<file path="src/rtl/tagram_pkg.sv">
package tagram_pkg;
  localparam int BURST_W = 2;
  typedef logic [BURST_W-1:0] burst_t;

  // low address bits of a burst beat: linear sum or interleaved XOR
  function automatic burst_t burst_low(burst_t base, burst_t cnt, logic ilv);
    burst_t sum;
    sum = base + cnt;
    return ilv ? (base ^ cnt) : sum;
  endfunction
endpackage

</file>
<file path="src/rtl/tagram_addr_ctl.sv">
module tagram_addr_ctl
  import tagram_pkg::*;
#(
  parameter int ADDR_W = 6
) (
  input  logic              clk,
  input  logic              rst_n,
  input  logic [ADDR_W-1:0] addr_in,
  input  logic              sel_n,
  input  logic              sel_hi,
  input  logic              sel_lo_n,
  input  logic              proc_strobe_n,
  input  logic              ctrl_strobe_n,
  input  logic              adv_n,
  input  logic              burst_ilv,
  output logic [ADDR_W-1:0] eff_addr,
  output logic              sel_q,
  output logic              sel_next,
  output logic              proc_start,
  output logic              strobe,
  output logic              en_all
);
  localparam int HI_W = ADDR_W - BURST_W;

  logic [HI_W-1:0] hi_q;
  burst_t          base_q, cnt_q;

  // named events
  assign en_all     = !sel_n && sel_hi && !sel_lo_n;
  assign proc_start = !proc_strobe_n && !sel_n;
  assign strobe     = proc_start || !ctrl_strobe_n;
  assign sel_next   = strobe ? en_all : sel_q;
  assign eff_addr   = {hi_q, burst_low(base_q, cnt_q, burst_ilv)};

  always_ff @(posedge clk) begin
    if (!rst_n) begin
      hi_q   <= '0;
      base_q <= '0;
      cnt_q  <= '0;
      sel_q  <= 1'b0;
    end else begin
      sel_q <= sel_next;
      if (strobe) begin
        hi_q   <= addr_in[ADDR_W-1:BURST_W];
        base_q <= addr_in[BURST_W-1:0];
        cnt_q  <= '0;
      end else if (!adv_n) begin
        cnt_q <= cnt_q + 2'd1;
      end
    end
  end

  a_r1_strobe_latch: assert property (@(posedge clk) disable iff (!rst_n)
    strobe |=> (hi_q == $past(addr_in[ADDR_W-1:BURST_W]) &&
                base_q == $past(addr_in[BURST_W-1:0]) && cnt_q == '0));

  a_r7_proc_ignored: assert property (@(posedge clk) disable iff (!rst_n)
    (!proc_strobe_n && sel_n && ctrl_strobe_n) |=> ($stable(hi_q) && $stable(base_q)));

  a_r8_burst_step: assert property (@(posedge clk) disable iff (!rst_n)
    (!strobe && !adv_n) |=> (cnt_q == $past(cnt_q) + 2'd1));
endmodule

</file>
<file path="src/rtl/tagram_store.sv">
module tagram_store #(
  parameter int ADDR_W = 6,
  parameter int BYTE_W = 9,
  parameter int NBYTES = 2
) (
  input  logic                     clk,
  input  logic                     rst_n,
  input  logic [ADDR_W-1:0]        addr,
  input  logic [NBYTES*BYTE_W-1:0] wr_data,
  input  logic                     wr_ok,
  input  logic                     all_wr_n,
  input  logic                     byte_wr_en_n,
  input  logic [NBYTES-1:0]        byte_we_n,
  input  logic                     proc_start,
  output logic [NBYTES*BYTE_W-1:0] rd_word
);
  localparam int DATA_W = NBYTES * BYTE_W;
  localparam int DEPTH  = 1 << ADDR_W;

  logic [DATA_W-1:0] mem [DEPTH];
  logic [NBYTES-1:0] wr_mask_q;

  // whole-word write overrides, byte strobes need their qualifier
  function automatic logic [NBYTES-1:0] byte_mask(logic gw_n, logic bw_n,
                                                 logic [NBYTES-1:0] we_n);
    if (!gw_n)      return '1;
    else if (!bw_n) return ~we_n;
    else            return '0;
  endfunction

  always_ff @(posedge clk) begin
    if (!rst_n) wr_mask_q <= '0;
    else        wr_mask_q <= wr_ok ? byte_mask(all_wr_n, byte_wr_en_n, byte_we_n) : '0;
  end

  assign rd_word = mem[addr];

  // read path sees the old word; update lands at the edge
  always_ff @(posedge clk) begin
    if (!rst_n) begin
      for (int i = 0; i < DEPTH; i++) mem[i] <= '0;
    end else begin
      for (int b = 0; b < NBYTES; b++)
        if (wr_mask_q[b]) mem[addr][b*BYTE_W +: BYTE_W] <= wr_data[b*BYTE_W +: BYTE_W];
    end
  end

  a_r7_proc_no_write: assert property (@(posedge clk) disable iff (!rst_n)
    proc_start |=> (wr_mask_q == '0));

  a_r6_global_write: assert property (@(posedge clk) disable iff (!rst_n)
    (wr_ok && !all_wr_n) |=> (wr_mask_q == '1));
endmodule

</file>
<file path="src/rtl/tagram_cmp.sv">
module tagram_cmp #(
  parameter int DATA_W = 18
) (
  input  logic              clk,
  input  logic              rst_n,
  input  logic [DATA_W-1:0] din,
  input  logic              din_load_n,
  input  logic              en_all,
  input  logic [DATA_W-1:0] rd_word,
  input  logic              sel_q,
  output logic [DATA_W-1:0] din_q,
  output logic [DATA_W-1:0] q_q,
  output logic              hit_q,
  output logic              osel_q
);
  logic load_ev, eq_ev;
  assign load_ev = !din_load_n && en_all;
  assign eq_ev   = (din_q == rd_word);

  always_ff @(posedge clk) begin
    if (!rst_n) begin
      din_q  <= '0;
      q_q    <= '0;
      hit_q  <= 1'b0;
      osel_q <= 1'b0;
    end else begin
      if (load_ev) din_q <= din;
      q_q    <= rd_word;
      hit_q  <= eq_ev;
      osel_q <= sel_q;
    end
  end

  a_r2_din_hold: assert property (@(posedge clk) disable iff (!rst_n)
    !load_ev |=> $stable(din_q));
endmodule

</file>
<file path="src/rtl/tag_match_ram.sv">
module tag_match_ram #(
  parameter int ADDR_W = 6,
  parameter int BYTE_W = 9,
  parameter int NBYTES = 2
) (
  input  logic                     clk,
  input  logic                     rst_n,
  input  logic [ADDR_W-1:0]        addr_in,
  input  logic [NBYTES*BYTE_W-1:0] din,
  input  logic                     sel_n,
  input  logic                     sel_hi,
  input  logic                     sel_lo_n,
  input  logic                     proc_strobe_n,
  input  logic                     ctrl_strobe_n,
  input  logic                     adv_n,
  input  logic [NBYTES-1:0]        byte_we_n,
  input  logic                     byte_wr_en_n,
  input  logic                     all_wr_n,
  input  logic                     din_load_n,
  input  logic                     burst_ilv,
  input  logic                     q_oe_n,
  input  logic                     hit_oe_n,
  output logic [NBYTES*BYTE_W-1:0] q_out,
  output logic                     q_drive,
  output logic                     hit_out,
  output logic                     hit_drive
);
  localparam int DATA_W = NBYTES * BYTE_W;

  logic [ADDR_W-1:0] eff_addr;
  logic              sel_q, sel_next, proc_start, strobe, en_all, wr_ok;
  logic [DATA_W-1:0] rd_word, din_q, q_q;
  logic              hit_q, osel_q;

  tagram_addr_ctl #(.ADDR_W(ADDR_W)) u_addr (
    .clk(clk), .rst_n(rst_n), .addr_in(addr_in), .sel_n(sel_n), .sel_hi(sel_hi),
    .sel_lo_n(sel_lo_n), .proc_strobe_n(proc_strobe_n), .ctrl_strobe_n(ctrl_strobe_n),
    .adv_n(adv_n), .burst_ilv(burst_ilv), .eff_addr(eff_addr), .sel_q(sel_q),
    .sel_next(sel_next), .proc_start(proc_start), .strobe(strobe), .en_all(en_all));

  assign wr_ok = sel_next && !proc_start;

  tagram_store #(.ADDR_W(ADDR_W), .BYTE_W(BYTE_W), .NBYTES(NBYTES)) u_store (
    .clk(clk), .rst_n(rst_n), .addr(eff_addr), .wr_data(din_q), .wr_ok(wr_ok),
    .all_wr_n(all_wr_n), .byte_wr_en_n(byte_wr_en_n), .byte_we_n(byte_we_n),
    .proc_start(proc_start), .rd_word(rd_word));

  tagram_cmp #(.DATA_W(DATA_W)) u_cmp (
    .clk(clk), .rst_n(rst_n), .din(din), .din_load_n(din_load_n), .en_all(en_all),
    .rd_word(rd_word), .sel_q(sel_q), .din_q(din_q), .q_q(q_q), .hit_q(hit_q),
    .osel_q(osel_q));

  // pad-style drive: enable bit plus value forced to zero when idle
  assign q_drive   = osel_q && !q_oe_n;
  assign hit_drive = osel_q && !hit_oe_n;
  assign q_out     = q_drive ? q_q : '0;
  assign hit_out   = hit_drive && hit_q;

  a_r10_deselect: assert property (@(posedge clk) disable iff (!rst_n)
    (strobe && !en_all) |=> ##1 (!q_drive && !hit_drive));
endmodule

</file>
<file path="config.mk">
export PLATFORM = sky130hd
export DESIGN_NAME = tag_match_ram
export DESIGN_NICKNAME = d
export VERILOG_FILES = /design/src/rtl/tagram_pkg.sv /design/src/rtl/tagram_addr_ctl.sv /design/src/rtl/tagram_store.sv /design/src/rtl/tagram_cmp.sv /design/src/rtl/tag_match_ram.sv
export SDC_FILE = /design/constraint.sdc
export NUM_CORES = 2
export LEC_CHECK = 0
export CAP_MARGIN = 25
export CELL_PAD_IN_SITES_DETAIL_PLACEMENT = 1
export CELL_PAD_IN_SITES_GLOBAL_PLACEMENT = 1
export CORE_MARGIN = 1.5
export CORE_UTILIZATION = 30
export DETAILED_ROUTE_END_ITERATION = 6
export PLACE_DENSITY = 0.63
export SETUP_SLACK_MARGIN = 0.3
export SYNTH_ARGS = -nofsm -noshare
export SYNTH_HDL_FRONTEND = slang
export SYNTH_SLANG_ARGS = --single-unit
</file>
<file path="constraint.sdc">
create_clock -name clk -period 9.3 [get_ports clk]
set_clock_uncertainty 0.1 [all_clocks]
set_input_delay 1.86 -clock clk [delete_from_list [all_inputs] [get_ports clk]]
set_output_delay 1.86 -clock clk [all_outputs]
set_load 0.02 [all_outputs]
</file>
==> impl_metrics.py <==
metrics = {
    "outcome": {
        "status": "finished, final reports clean",
    },
    "drt": {
        "num_vias": 37900,
        "wl_microns": 195000,
        "ant_nets": 0,
        "vias_per_cell": 5.30,
        "wire_per_inst_microns": 27.3,
        "drc": 0,
        "drt_iter0_markers": 3861,
        "drt-pass1-iter-count": 6,
    },
    "sta": {
        "timing.slew.headroom_pct": 23.4,
        "period_share_pct": 65.7,
        "fmax_mhz": 164,
        "hold_viol": 0,
        "setup_viol": 0,
        "post-route-min-period_ns": 6.11,
        "maxSlewViolCount": 0,
        "worst_pin_slew_ns": 1.15,
        "rsz0062_at_grt": "no",
        "tns_ns": 0,
        "worst_hold_slack_ns": 0.378,
    },
    "yosys": {
        "synth_edf_count": 1152,
        "synthTopCellsByArea": "edfxtp_1 62%, and2_1 12%, mux2i_1 3.2%, nand2_1 2.8%, mux4_2 2.7%",
        "synthCells": 4554,
        "synth_compound_area_share_pct": 5.67,
        "synthAdderAreaFrac_pct": 0.0224,
        "syn_area_per_cell_sq_um": 12.2,
        "yosysUniqueCellTypes": 67,
        "yosys.area_share.simple_pct": 20.7,
        "yosys_warnings": 0,
        "synth_top_family_by_area": "simple AND/OR/NAND/NOR gates",
        "synth-xor-area-share_pct": 0.323,
        "synthMuxAreaShare_pct": 6.52,
        "synthFlopType": "edfxtp_1",
        "synth_top_cell_by_area": "edfxtp_1",
        "syn-num-nets": 4595,
        "async_flop_share_pct": 0,
        "yosysTopAreaCellShare_pct": 62.0,
        "syn_area_sq_um": 55800,
        "synth-seq-area-share_pct": 63.8,
        "ys_ff_latch": 1201,
    },
    "power_and_ir_drop": {
        "seq_power_share_pct": 49.0,
        "p_per_area_nw_per_um2": 197,
        "leakagePower_nw": 22.3,
        "clkPwrFrac_pct": 41.6,
        "internal_power_mw": 9.40,
        "power.switching_mw": 3.17,
        "peakVddDrop_mv": 0.145,
        "switching_share_pct": 25.2,
        "combPwrFrac_pct": 9.3,
    },
    "worst_setup_path": {
        "worst_path_most_repeated_cell": "clkdlybuf4s50_1",
        "criticalPathCategory": "in2out",
        "cp.required_ns": 7.34,
        "critPathMaxStageDelay_ns": 0.68,
        "crit_chain": "clkdlybuf4s50_1 > nor2b_2 > and2_1 > clkdlybuf4s50_1",
        "worst_ep_arrival_time_ns": 4.15,
        "crit_slowest_cell": "nor2b_2",
        "worst-path-max-fanout": 19,
        "critPathLaunchType": "primary input",
        "cp-end-kind": "primary output",
    },
    "cts": {
        "insertion_delay_ns": 0.78,
        "post_cts_buffers": 0,
        "postCtsResizedCells": 0,
        "ctsHoldBuffers": 0,
        "htree_levels": 4,
        "cts_buffers": 135,
        "cts_max_path_buffers": 3,
        "clock_sinks": 1201,
        "clk_pin_slew_ns": 0.06,
        "cts_tree": "built",
        "cts-root-buf": "clkbuf_16",
    },
    "layout": {
        "nets": 4605,
        "final_layout_size_suffix_gt1_share_pct": 11.4,
        "syn_to_final_growth_pct": 14.4,
    },
    "run": {
        "maxCapViolations": 0,
    },
    "global_route": {
        "grt_pass1_wl_microns": 280000,
        "grt_pass1_vias": 38400,
        "grt_usage_pct": 20.5,
        "grt_max_degree": 163,
        "antenna_found_initial": 5,
        "overflow": 0,
    },
    "place": {
        "place_congestion": 0.862,
        "detailed_place_hpwl_microns": 123000,
        "portBuffers": 60,
    },
    "floorplan": {
        "ioPinCount": 61,
        "start_util_pct": 30.1,
        "dieArea_sq_um": 189000,
        "die_w_microns": 434,
        "fp-row-count": 158,
        "core_area_sq_um": 185000,
        "die_h_microns": 434,
    },
    "min_path": {
        "hp-class": "reg2reg",
    },
}
==> cells by family after synthesis <==
family / Yosys count
xor+xnor: 18
compound gates: 504
fa+ha+maj: 1
simple gates: 2159
buf+inv: 396
flops: 1201
mux: 275
==> area by class of cell <==
type                       instances  area, sq um
multi-input combinational       2957        18600
clock buffer                     178         3670
antenna                            2         5.00
clock inverter                    65          537
fill                           19900       121000
sequential                      1201        35600
inverter                           7         31.3
timing repair buffer             262         2200
tap                             2480         3100
==> layout by cell type (no fill, tap or decap), types with 32 or more instances in the layout <==
cell,n
edfxtp_1,1152
and2_1,1058
nand2_1,405
nor2_1,217
buf_4,192
nor3_1,183
mux2i_1,180
nand3_1,145
clkbuf_16,140
o21ai_0,135
a21oi_1,77
o22ai_1,72
mux4_2,68
clkdlybuf4s50_1,59
a31oi_1,44
clkbuf_1,36
o21ai_1,34
and3_1,33
dfxtp_1,32
==> power groups by stage <==
stage               registers, mW  logic (mW)  clock network (mW)
floorplan                    6.24       0.642                   0
global placement             6.27        1.15                   0
detailed placement           6.28        1.16                   0
CTS                          6.16        1.16                5.30
global route                 6.18        1.22                5.48
finish                       6.16        1.17                5.23
==> state kept, by name, indices dropped and copies added, names as in the netlist <==
register	count
u_addr.cnt_q	2
u_cmp.osel_q	1
u_store.wr_mask_q	2
u_cmp.din_q	18
u_addr.base_q	2
u_cmp.hit_q	1
u_addr.hi_q	4
u_cmp.q_q	18
u_addr.sel_q	1
u_store.mem	1152
==> critical path, delay by kind of cell <==
kind                   cells  cell delay [ns]
and+or+nand+nor            2             1.18
buffers and inverters      2             1.09
==> layer usage <==
metal / global-route usage (%) / vias to the layer above / routed length, microns
li1: - / 16400 / -
met1: 26.7 / 19900 / 80800
met2: 34.1 / 1296 / 94200
met3: 2.83 / 332 / 11600
met4: 8.93 / 2 / 8700
met5: 0 / - / 13
==> per-stage QoR <==
step	cells	area, sq um	worst slack [ns]	total power, mW	util (%)
global route	7150	63800	3.09	12.9	34.5
finish	7152	63800	3.19	12.6	34.5
detailed placement	6898	59500	2.65	7.44	32.2
floorplan	4554	55800	4.55	6.89	-
CTS	7141	63700	3.15	12.6	34.4
global placement	6889	59400	2.65	7.42	32.1
==> worst paths after layout <==
kind	slack, ns	startpoint	to	depth (start not counted)
worst max-delay path	3.19	q_oe_n	q_out[3]	4
worst min-delay path	0.38	u_addr.sel_q$_SDFF_PN0_	u_cmp.osel_q$_SDFF_PN0_	1
worst max register to register	3.77	u_addr.cnt_q[0]$_SDFFE_PP0N_	u_cmp.hit_q$_SDFF_PN0_	13
worst min register to register	0.38	u_addr.sel_q$_SDFF_PN0_	u_cmp.osel_q$_SDFF_PN0_	1
==> cell usage after synthesis (49+ instances only) <==
cell type / count
dfxtp_1: 49
clkbuf_1: 288
nand2_1: 413
nor2_1: 221
nor3_1: 185
nand3_1: 145
mux4_2: 68
mux2i_1: 180
o22ai_1: 72
a21oi_1: 77
and2_1: 1058
o21ai_0: 170
edfxtp_1: 1152
Note: power is estimated with default switching activity, not from simulation.
